File: src/rtl/wfrag_pkg.sv
package wfrag_pkg;
  typedef enum logic [1:0] {
    ST_IDLE = 2'd0,
    ST_FRAG = 2'd1,
    ST_WAIT = 2'd2,
    ST_DONE = 2'd3
  } wfrag_state_e;
endpackage

File: src/rtl/wfrag_geom.sv
// Piece geometry: size of the current line piece and its enable slice.
module wfrag_geom #(
  parameter  int LINE_BYTES = 64,
  parameter  int MAX_BYTES  = 256,
  localparam int OFS_W      = $clog2(LINE_BYTES),
  localparam int CNT_W      = $clog2(MAX_BYTES + 1),
  localparam int FRAG_W     = $clog2(LINE_BYTES + 1)
) (
  input  logic [OFS_W-1:0]      line_ofs,
  input  logic [CNT_W-1:0]      remaining,
  input  logic [CNT_W-1:0]      consumed,
  input  logic                  mask_en,
  input  logic [MAX_BYTES-1:0]  mask,
  output logic [FRAG_W-1:0]     piece_size,
  output logic [LINE_BYTES-1:0] slice,
  output logic                  any_set,
  output logic [CNT_W-1:0]      rem_after
);
  logic [FRAG_W-1:0]     room;
  logic [LINE_BYTES-1:0] window;

  always_comb begin
    room = FRAG_W'(LINE_BYTES) - FRAG_W'(line_ofs);
    if (remaining < CNT_W'(room)) piece_size = FRAG_W'(remaining);
    else                          piece_size = room;
  end

  assign window = LINE_BYTES'(mask >> consumed);

  for (genvar g = 0; g < LINE_BYTES; g++) begin : g_slice
    assign slice[g] = (FRAG_W'(g) < piece_size) && (!mask_en || window[g]);
  end

  assign any_set   = |slice;
  assign rem_after = remaining - CNT_W'(piece_size);
endmodule

File: src/rtl/wfrag_check.sv
// Request legality: decides at acceptance whether a request is malformed.
module wfrag_check #(
  parameter  int LINE_BYTES = 64,
  parameter  int MAX_BYTES  = 256,
  localparam int OFS_W      = $clog2(LINE_BYTES),
  localparam int CNT_W      = $clog2(MAX_BYTES + 1),
  localparam int FRAG_W     = $clog2(LINE_BYTES + 1)
) (
  input  logic [OFS_W-1:0]     start_ofs,
  input  logic [CNT_W-1:0]     size,
  input  logic                 mask_en,
  input  logic [MAX_BYTES-1:0] mask,
  input  logic                 write,
  input  logic                 llsc,
  input  logic                 swap,
  input  logic                 lock_rmw,
  output logic                 illegal
);
  logic [FRAG_W-1:0]    first_room;
  logic [MAX_BYTES-1:0] in_range;
  logic                 bad_size, spans, stray, bad_atomic, bad_lock;

  assign first_room = FRAG_W'(LINE_BYTES) - FRAG_W'(start_ofs);

  for (genvar g = 0; g < MAX_BYTES; g++) begin : g_range
    assign in_range[g] = CNT_W'(g) < size;
  end

  assign bad_size   = (size == '0) || (size > CNT_W'(MAX_BYTES));
  assign spans      = size > CNT_W'(first_room);
  assign bad_atomic = (llsc || swap) && spans;
  assign bad_lock   = lock_rmw && write && mask_en;
  assign stray      = mask_en && (|(mask & ~in_range));
  assign illegal    = bad_size || bad_atomic || bad_lock || stray;
endmodule

File: src/rtl/wfrag_ctrl.sv
// Sequencer: walks the access line by line, one fragment outstanding.
module wfrag_ctrl
  import wfrag_pkg::*;
#(
  parameter  int LINE_BYTES = 64,
  parameter  int MAX_BYTES  = 256,
  parameter  int ADDR_W     = 32,
  localparam int CNT_W      = $clog2(MAX_BYTES + 1),
  localparam int FRAG_W     = $clog2(LINE_BYTES + 1),
  localparam int NFRAG      = MAX_BYTES / LINE_BYTES + 1,
  localparam int IDX_W      = (NFRAG > 1) ? $clog2(NFRAG) : 1
) (
  input  logic                 clk,
  input  logic                 rst_n,
  input  logic                 req_valid,
  input  logic [ADDR_W-1:0]    req_addr,
  input  logic [CNT_W-1:0]     req_size,
  input  logic                 req_mask_en,
  input  logic [MAX_BYTES-1:0] req_mask,
  input  logic                 req_write,
  input  logic                 req_prefetch,
  input  logic                 req_illegal,
  input  logic [FRAG_W-1:0]    geo_size,
  input  logic                 geo_any,
  input  logic [CNT_W-1:0]     geo_rem_after,
  input  logic                 frag_ready,
  input  logic                 rsp_valid,
  input  logic                 rsp_fault,
  output logic                 req_ready,
  output logic                 frag_valid,
  output logic [IDX_W-1:0]     frag_idx,
  output logic [ADDR_W-1:0]    cur_addr,
  output logic [CNT_W-1:0]     remaining,
  output logic [CNT_W-1:0]     consumed,
  output logic                 mask_en_q,
  output logic [MAX_BYTES-1:0] mask_q,
  output logic                 done_valid,
  output logic                 done_fault,
  output logic                 done_error
);
  wfrag_state_e state, state_n;
  logic write_q, pref_q, fault_q, err_q;
  logic load_en, adv_en, hs_en, flt_en;

  // next-state and enables
  always_comb begin
    state_n = state;
    load_en = 1'b0;
    adv_en  = 1'b0;
    hs_en   = 1'b0;
    flt_en  = 1'b0;
    unique case (state)
      ST_IDLE: begin
        if (req_valid) begin
          load_en = 1'b1;
          state_n = req_illegal ? ST_DONE : ST_FRAG;
        end
      end
      ST_FRAG: begin
        if (!geo_any) begin
          adv_en = 1'b1;
          if (geo_rem_after == '0) state_n = ST_DONE;
        end else if (frag_ready) begin
          hs_en   = 1'b1;
          state_n = ST_WAIT;
        end
      end
      ST_WAIT: begin
        if (rsp_valid) begin
          flt_en = rsp_fault;
          if (rsp_fault && write_q) begin
            state_n = ST_DONE;
          end else begin
            adv_en  = 1'b1;
            state_n = (geo_rem_after == '0) ? ST_DONE : ST_FRAG;
          end
        end
      end
      default: state_n = ST_IDLE;
    endcase
  end

  // registers
  always_ff @(posedge clk or negedge rst_n) begin
    if (!rst_n) begin
      state     <= ST_IDLE;
      cur_addr  <= '0;
      remaining <= '0;
      consumed  <= '0;
      mask_en_q <= 1'b0;
      mask_q    <= '0;
      write_q   <= 1'b0;
      pref_q    <= 1'b0;
      fault_q   <= 1'b0;
      err_q     <= 1'b0;
      frag_idx  <= '0;
    end else begin
      state <= state_n;
      if (load_en) begin
        cur_addr  <= req_addr;
        remaining <= req_size;
        consumed  <= '0;
        mask_en_q <= req_mask_en;
        mask_q    <= req_mask;
        write_q   <= req_write;
        pref_q    <= req_prefetch;
        fault_q   <= 1'b0;
        err_q     <= req_illegal;
        frag_idx  <= '0;
      end else begin
        if (adv_en) begin
          cur_addr  <= cur_addr + ADDR_W'(geo_size);
          remaining <= geo_rem_after;
          consumed  <= consumed + CNT_W'(geo_size);
        end
        if (hs_en)  frag_idx <= frag_idx + 1'b1;
        if (flt_en) fault_q  <= 1'b1;
      end
    end
  end

  assign req_ready  = (state == ST_IDLE);
  assign frag_valid = (state == ST_FRAG) && geo_any;
  assign done_valid = (state == ST_DONE);
  assign done_fault = fault_q && !pref_q;
  assign done_error = err_q;

  AST_STALL_HOLDS: assert property (@(posedge clk) disable iff (!rst_n)
    frag_valid && !frag_ready |=> frag_valid && $stable(cur_addr) && $stable(frag_idx));
  AST_WRITE_FAULT_STOPS: assert property (@(posedge clk) disable iff (!rst_n)
    (state == ST_WAIT) && rsp_valid && rsp_fault && write_q |=> done_valid && !frag_valid);
  AST_DONE_ONE_CYCLE: assert property (@(posedge clk) disable iff (!rst_n)
    done_valid |=> !done_valid && req_ready);
  AST_ILLEGAL_NO_FRAG: assert property (@(posedge clk) disable iff (!rst_n)
    req_valid && req_ready && req_illegal |=> done_valid && done_error && !frag_valid);
endmodule

File: src/rtl/wide_access_fragmenter.sv
module wide_access_fragmenter #(
  parameter  int LINE_BYTES = 64,
  parameter  int MAX_BYTES  = 256,
  parameter  int ADDR_W     = 32,
  localparam int OFS_W      = $clog2(LINE_BYTES),
  localparam int CNT_W      = $clog2(MAX_BYTES + 1),
  localparam int FRAG_W     = $clog2(LINE_BYTES + 1),
  localparam int NFRAG      = MAX_BYTES / LINE_BYTES + 1,
  localparam int IDX_W      = (NFRAG > 1) ? $clog2(NFRAG) : 1
) (
  input  logic                  clk,
  input  logic                  rst_n,
  input  logic                  req_valid,
  output logic                  req_ready,
  input  logic [ADDR_W-1:0]     req_addr,
  input  logic [CNT_W-1:0]      req_size,
  input  logic                  req_mask_en,
  input  logic [MAX_BYTES-1:0]  req_mask,
  input  logic                  req_write,
  input  logic                  req_llsc,
  input  logic                  req_swap,
  input  logic                  req_lock_rmw,
  input  logic                  req_prefetch,
  output logic                  frag_valid,
  input  logic                  frag_ready,
  output logic [ADDR_W-1:0]     frag_addr,
  output logic [FRAG_W-1:0]     frag_size,
  output logic [LINE_BYTES-1:0] frag_mask,
  output logic [IDX_W-1:0]      frag_idx,
  output logic                  frag_last,
  input  logic                  rsp_valid,
  input  logic                  rsp_fault,
  output logic                  done_valid,
  output logic                  done_fault,
  output logic                  done_error
);
  logic                 illegal;
  logic [CNT_W-1:0]     remaining, consumed, rem_after;
  logic                 mask_en_q, any_set;
  logic [MAX_BYTES-1:0] mask_q;

  wfrag_check #(.LINE_BYTES(LINE_BYTES), .MAX_BYTES(MAX_BYTES)) u_check (
    .start_ofs (req_addr[OFS_W-1:0]),
    .size      (req_size),
    .mask_en   (req_mask_en),
    .mask      (req_mask),
    .write     (req_write),
    .llsc      (req_llsc),
    .swap      (req_swap),
    .lock_rmw  (req_lock_rmw),
    .illegal   (illegal)
  );

  wfrag_geom #(.LINE_BYTES(LINE_BYTES), .MAX_BYTES(MAX_BYTES)) u_geom (
    .line_ofs   (frag_addr[OFS_W-1:0]),
    .remaining  (remaining),
    .consumed   (consumed),
    .mask_en    (mask_en_q),
    .mask       (mask_q),
    .piece_size (frag_size),
    .slice      (frag_mask),
    .any_set    (any_set),
    .rem_after  (rem_after)
  );

  wfrag_ctrl #(.LINE_BYTES(LINE_BYTES), .MAX_BYTES(MAX_BYTES), .ADDR_W(ADDR_W)) u_ctrl (
    .clk           (clk),
    .rst_n         (rst_n),
    .req_valid     (req_valid),
    .req_addr      (req_addr),
    .req_size      (req_size),
    .req_mask_en   (req_mask_en),
    .req_mask      (req_mask),
    .req_write     (req_write),
    .req_prefetch  (req_prefetch),
    .req_illegal   (illegal),
    .geo_size      (frag_size),
    .geo_any       (any_set),
    .geo_rem_after (rem_after),
    .frag_ready    (frag_ready),
    .rsp_valid     (rsp_valid),
    .rsp_fault     (rsp_fault),
    .req_ready     (req_ready),
    .frag_valid    (frag_valid),
    .frag_idx      (frag_idx),
    .cur_addr      (frag_addr),
    .remaining     (remaining),
    .consumed      (consumed),
    .mask_en_q     (mask_en_q),
    .mask_q        (mask_q),
    .done_valid    (done_valid),
    .done_fault    (done_fault),
    .done_error    (done_error)
  );

  assign frag_last = (rem_after == '0);

  AST_FRAG_IN_LINE: assert property (@(posedge clk) disable iff (!rst_n)
    frag_valid |-> (frag_size != '0) &&
                   (int'(frag_addr[OFS_W-1:0]) + int'(frag_size) <= LINE_BYTES));
  AST_MASK_WITHIN_SIZE: assert property (@(posedge clk) disable iff (!rst_n)
    frag_valid |-> ((frag_mask >> frag_size) == '0));
  AST_IDLE_NO_FRAG: assert property (@(posedge clk) disable iff (!rst_n)
    req_ready |-> !frag_valid && !done_valid);
endmodule

File: config.mk
export PLATFORM = sky130hd
export DESIGN_NAME = wide_access_fragmenter
export DESIGN_NICKNAME = d
export VERILOG_FILES = /design/src/rtl/wfrag_pkg.sv /design/src/rtl/wfrag_geom.sv /design/src/rtl/wfrag_check.sv /design/src/rtl/wfrag_ctrl.sv /design/src/rtl/wide_access_fragmenter.sv
export SDC_FILE = /design/constraint.sdc
export NUM_CORES = 2
export LEC_CHECK = 0
export ABC_AREA = 0
export BUFFER_PORTS_ARGS = -buffer_cell sky130_fd_sc_hd__buf_2
export CAP_MARGIN = 20
export CORE_AREA = 5 5 356 323
export CTS_CLUSTER_SIZE = 12
export DETAILED_ROUTE_END_ITERATION = 6
export DIE_AREA = 0 0 361 328
export SYNTH_ARGS = -nofsm -noshare
export SYNTH_HDL_FRONTEND = slang
export SYNTH_SLANG_ARGS = --single-unit
File: constraint.sdc
create_clock -name clk -period 10.97 [get_ports clk]
set_clock_uncertainty 0.05 [all_clocks]
set_input_delay 3.291 -clock clk [delete_from_list [all_inputs] [get_ports clk]]
set_output_delay 3.291 -clock clk [all_outputs]
set_load 0.05 [all_outputs]
==> flow_summary.ini <==
[global_routing]
overflow = 0
grt_util_all_layers_pct = 48.6
grt_pass1_wl_mm = 407
grt_max_degree = 181
grt_pass1_vias = 47000
antenna_found_initial = 36

[die]
chipWidth_um = 361
initial_utilization_pct = 37.7
core_um2 = 111000
die-area_um2 = 118000
row_count = 116
io_pins = 421
fp.dieH_um = 328

[final_layout]
stdcell_area_um2 = 47000
drive_gt1_share_pct = 22.7
final_nets = 5772
area_growth_pct = 12.6

[synth]
synth_cells = 5210
syn_nets = 5552
ys_warn_count = 0
synth_common_cells = nand2_1 (1126), mux2i_1 (367), nor2_1 (361)
synth_area_leaders = dfrtp_1 (19%), mux4_2 (14%), nand2_1 (10%), mux2i_1 (8.8%), mux2_2 (4.5%)
ys_async_sr_fraction_pct = 100
yosysUniqueCellTypes = 103
yosysTopAreaCellShare_pct = 18.9
ys_dominant_reg_cell = dfrtp_1
yosysMostFrequentCell = nand2_1
synth_seq_cells = 316
syn_area_um2 = 41700
synth-edff-count = 0
syn_avg_cell_area_um2 = 8.01
synth_top_cell_by_area = dfrtp_1
ys_seq_area_share_pct = 18.9

[sta]
period_minus_slack_ns = 10.59
worstMarginPinSlew_ns = 1.34
post-route-period-util_pct = 96.6
clock.fmax_ghz = 0.0944
hold_viol = 0
tns_ns = 0
report.final.setup_viol = 0
rsz0062_at_grt = false
drv_slew = 0
max_slew_margin_pct = 9.63

[setup_path]
crit_required_ns = 7.63
cp_data_arrival_time_ns = 7.25
worstSetupPathType = flip-flop to output pin
end_kind = output pin
critPathMaxFanout = 28
rrSetupSlack_ns = 3.10
start_kind = flip-flop

[worst_hold_path]
hold_class = flip-flop to flip-flop

[cts]
cts_tree = yes
clkLatencyLatePin_ns = 0.62
clock_path_buffers = 3
cts-root-buf = clkbuf_16
clkTransAtPathRegs_ns = 0.06
cts_buffers = 39
htree_levels = 2
post_cts_buffers = 0
clock-sinks = 316

[placed_design]
routabilityCongestion = 1.12
dpl-instance-area_um2 = 45600
place.port_buffers = 420
dp_hpwl_mm = 244

[outcome]
violations = DRC
status = finished, violations left

[detailed_routing]
ant_nets = 0
via_per_inst = 7.51
wire_per_inst_um = 43.7
drc_errors = 34
dr.pass1.iters = 7
drt-initial-drc-count = 10400
num_vias = 52200
wirelength_mm = 304

[run]
cap_violations = 0
per-layer routing:
layer | vias up | part of all wire (%) | global-route usage [%]
met5 | - | 0.060 | 0.163
met4 | 16 | 6.1 | 22.5
met3 | 932 | 15 | 21.1
met2 | 4777 | 39 | 67.1
met1 | 26100 | 39 | 65.1
li1 | 20400 | - | -
layout by cell type, fill, tap and decap left out, types with 103 or more instances in the layout:
master	n
a21oi_1	199
buf_2	421
buf_4	217
dfrtp_1	308
mux2_2	167
mux2i_1	367
mux4_2	251
nand2_1	1123
nor2_1	356
nor3_1	103
o21ai_0	246
o22ai_1	146
path summary, 6_finish.rpt:
| path | startpoint | to | depth (start not counted) |
|---|---|---|---|
| min in group asynchronous | rst_n | u_ctrl.mask_q[237]$_DFFE_PN0P_ | 1 |
| max | u_ctrl.cur_addr[1]$_DFFE_PN0P_ | frag_valid | 19 |
| min | u_ctrl.done_error$_DFFE_PN0P_ | u_ctrl.done_error$_DFFE_PN0P_ | 2 |
| max reg2reg | u_ctrl.consumed[0]$_DFFE_PN0P_ | u_ctrl.consumed[1]$_DFFE_PN0P_ | 13 |
| max in group asynchronous | rst_n | u_ctrl.consumed[6]$_DFFE_PN0P_ | 2 |
| min reg2reg | u_ctrl.done_error$_DFFE_PN0P_ | u_ctrl.done_error$_DFFE_PN0P_ | 2 |
cells by family (layout without fill, tap and decap cells):
kind of cell             count (synthesis)  in the layout  share of synthesized area [%]
AND/OR/NAND/NOR                       1980           1980                           20.6
AO/OA/AOI/OAI                         1485           1485                           25.3
multiplexers                           809            809                           27.5
buffers and inverters                  547            792                           5.81
flip-flops                             316            316                           18.9
adder cells (fa/ha/maj)                 47             47                           1.34
XOR/XNOR                                26             26                          0.545
other                                    0             26                              0
sequential cells by signal, indices dropped and copies added (netlist names):
name / flops
u_ctrl.mask_en_q: 1
u_ctrl.done_error: 1
u_ctrl.pref_q: 1
u_ctrl.remaining: 9
u_ctrl.write_q: 1
u_ctrl.mask_q: 256
u_ctrl.state: 2
u_ctrl.frag_idx: 3
u_ctrl.consumed: 9
u_ctrl.cur_addr: 32
u_ctrl.fault_q: 1
worst max-delay path: stages, from the launching register on:
cell and delay, ns:
dfrtp_1 0.50, inv_1 0.19, ha_1 0.29, nor3b_1 0.37, xnor2_1 0.17, buf_4 0.20
inv_1 0.15, ha_1 0.22, nor2_1 0.10, nand2_1 0.08, or3_1 0.49, o21ai_4 0.87
mux2i_1 0.53, o221a_2 0.26, o2111ai_1 0.13, o2111ai_1 0.38, or4b_1 0.66, nor3_1 0.53
a21oi_1 0.22, buf_2 0.27
per-stage QoR:
stage | worst slack (ns) | utilization (%) | cells | hold WS [ns]
floorplan | 0.112 | - | 5210 | 0.387
global placement | 1.14 | 41.2 | 6856 | 0.407
detailed placement | 1.17 | 41.2 | 6858 | 0.421
CTS | 0.459 | 42.4 | 6924 | 0.436
global route | 0.0357 | 42.5 | 6932 | 0.447
finish | 0.376 | 42.5 | 6956 | 0.432
area by class of cell:
type | instances | area, um2
Multi-Input combinational cell | 4347 | 31500
Timing Repair Buffer | 657 | 4080
Antenna cell | 26 | 65.1
Clock buffer | 49 | 1050
Clock inverter | 17 | 236
Fill cell | 11500 | 63600
Inverter | 69 | 269
Sequential cell | 316 | 7930
Tap cell | 1475 | 1850
timing repair:
| item | 4_1_cts | 5_1_grt |
|---|---|---|
| resized for setup | 0 | 1 |
| hold buffers | 0 | 0 |
| hold endpoints to repair | 0 | 0 |
| setup endpoints to repair | 0 | 1 |
Power is not shown: default switching activity piles up to over one toggle a cycle in this logic, so the estimate is an artifact.
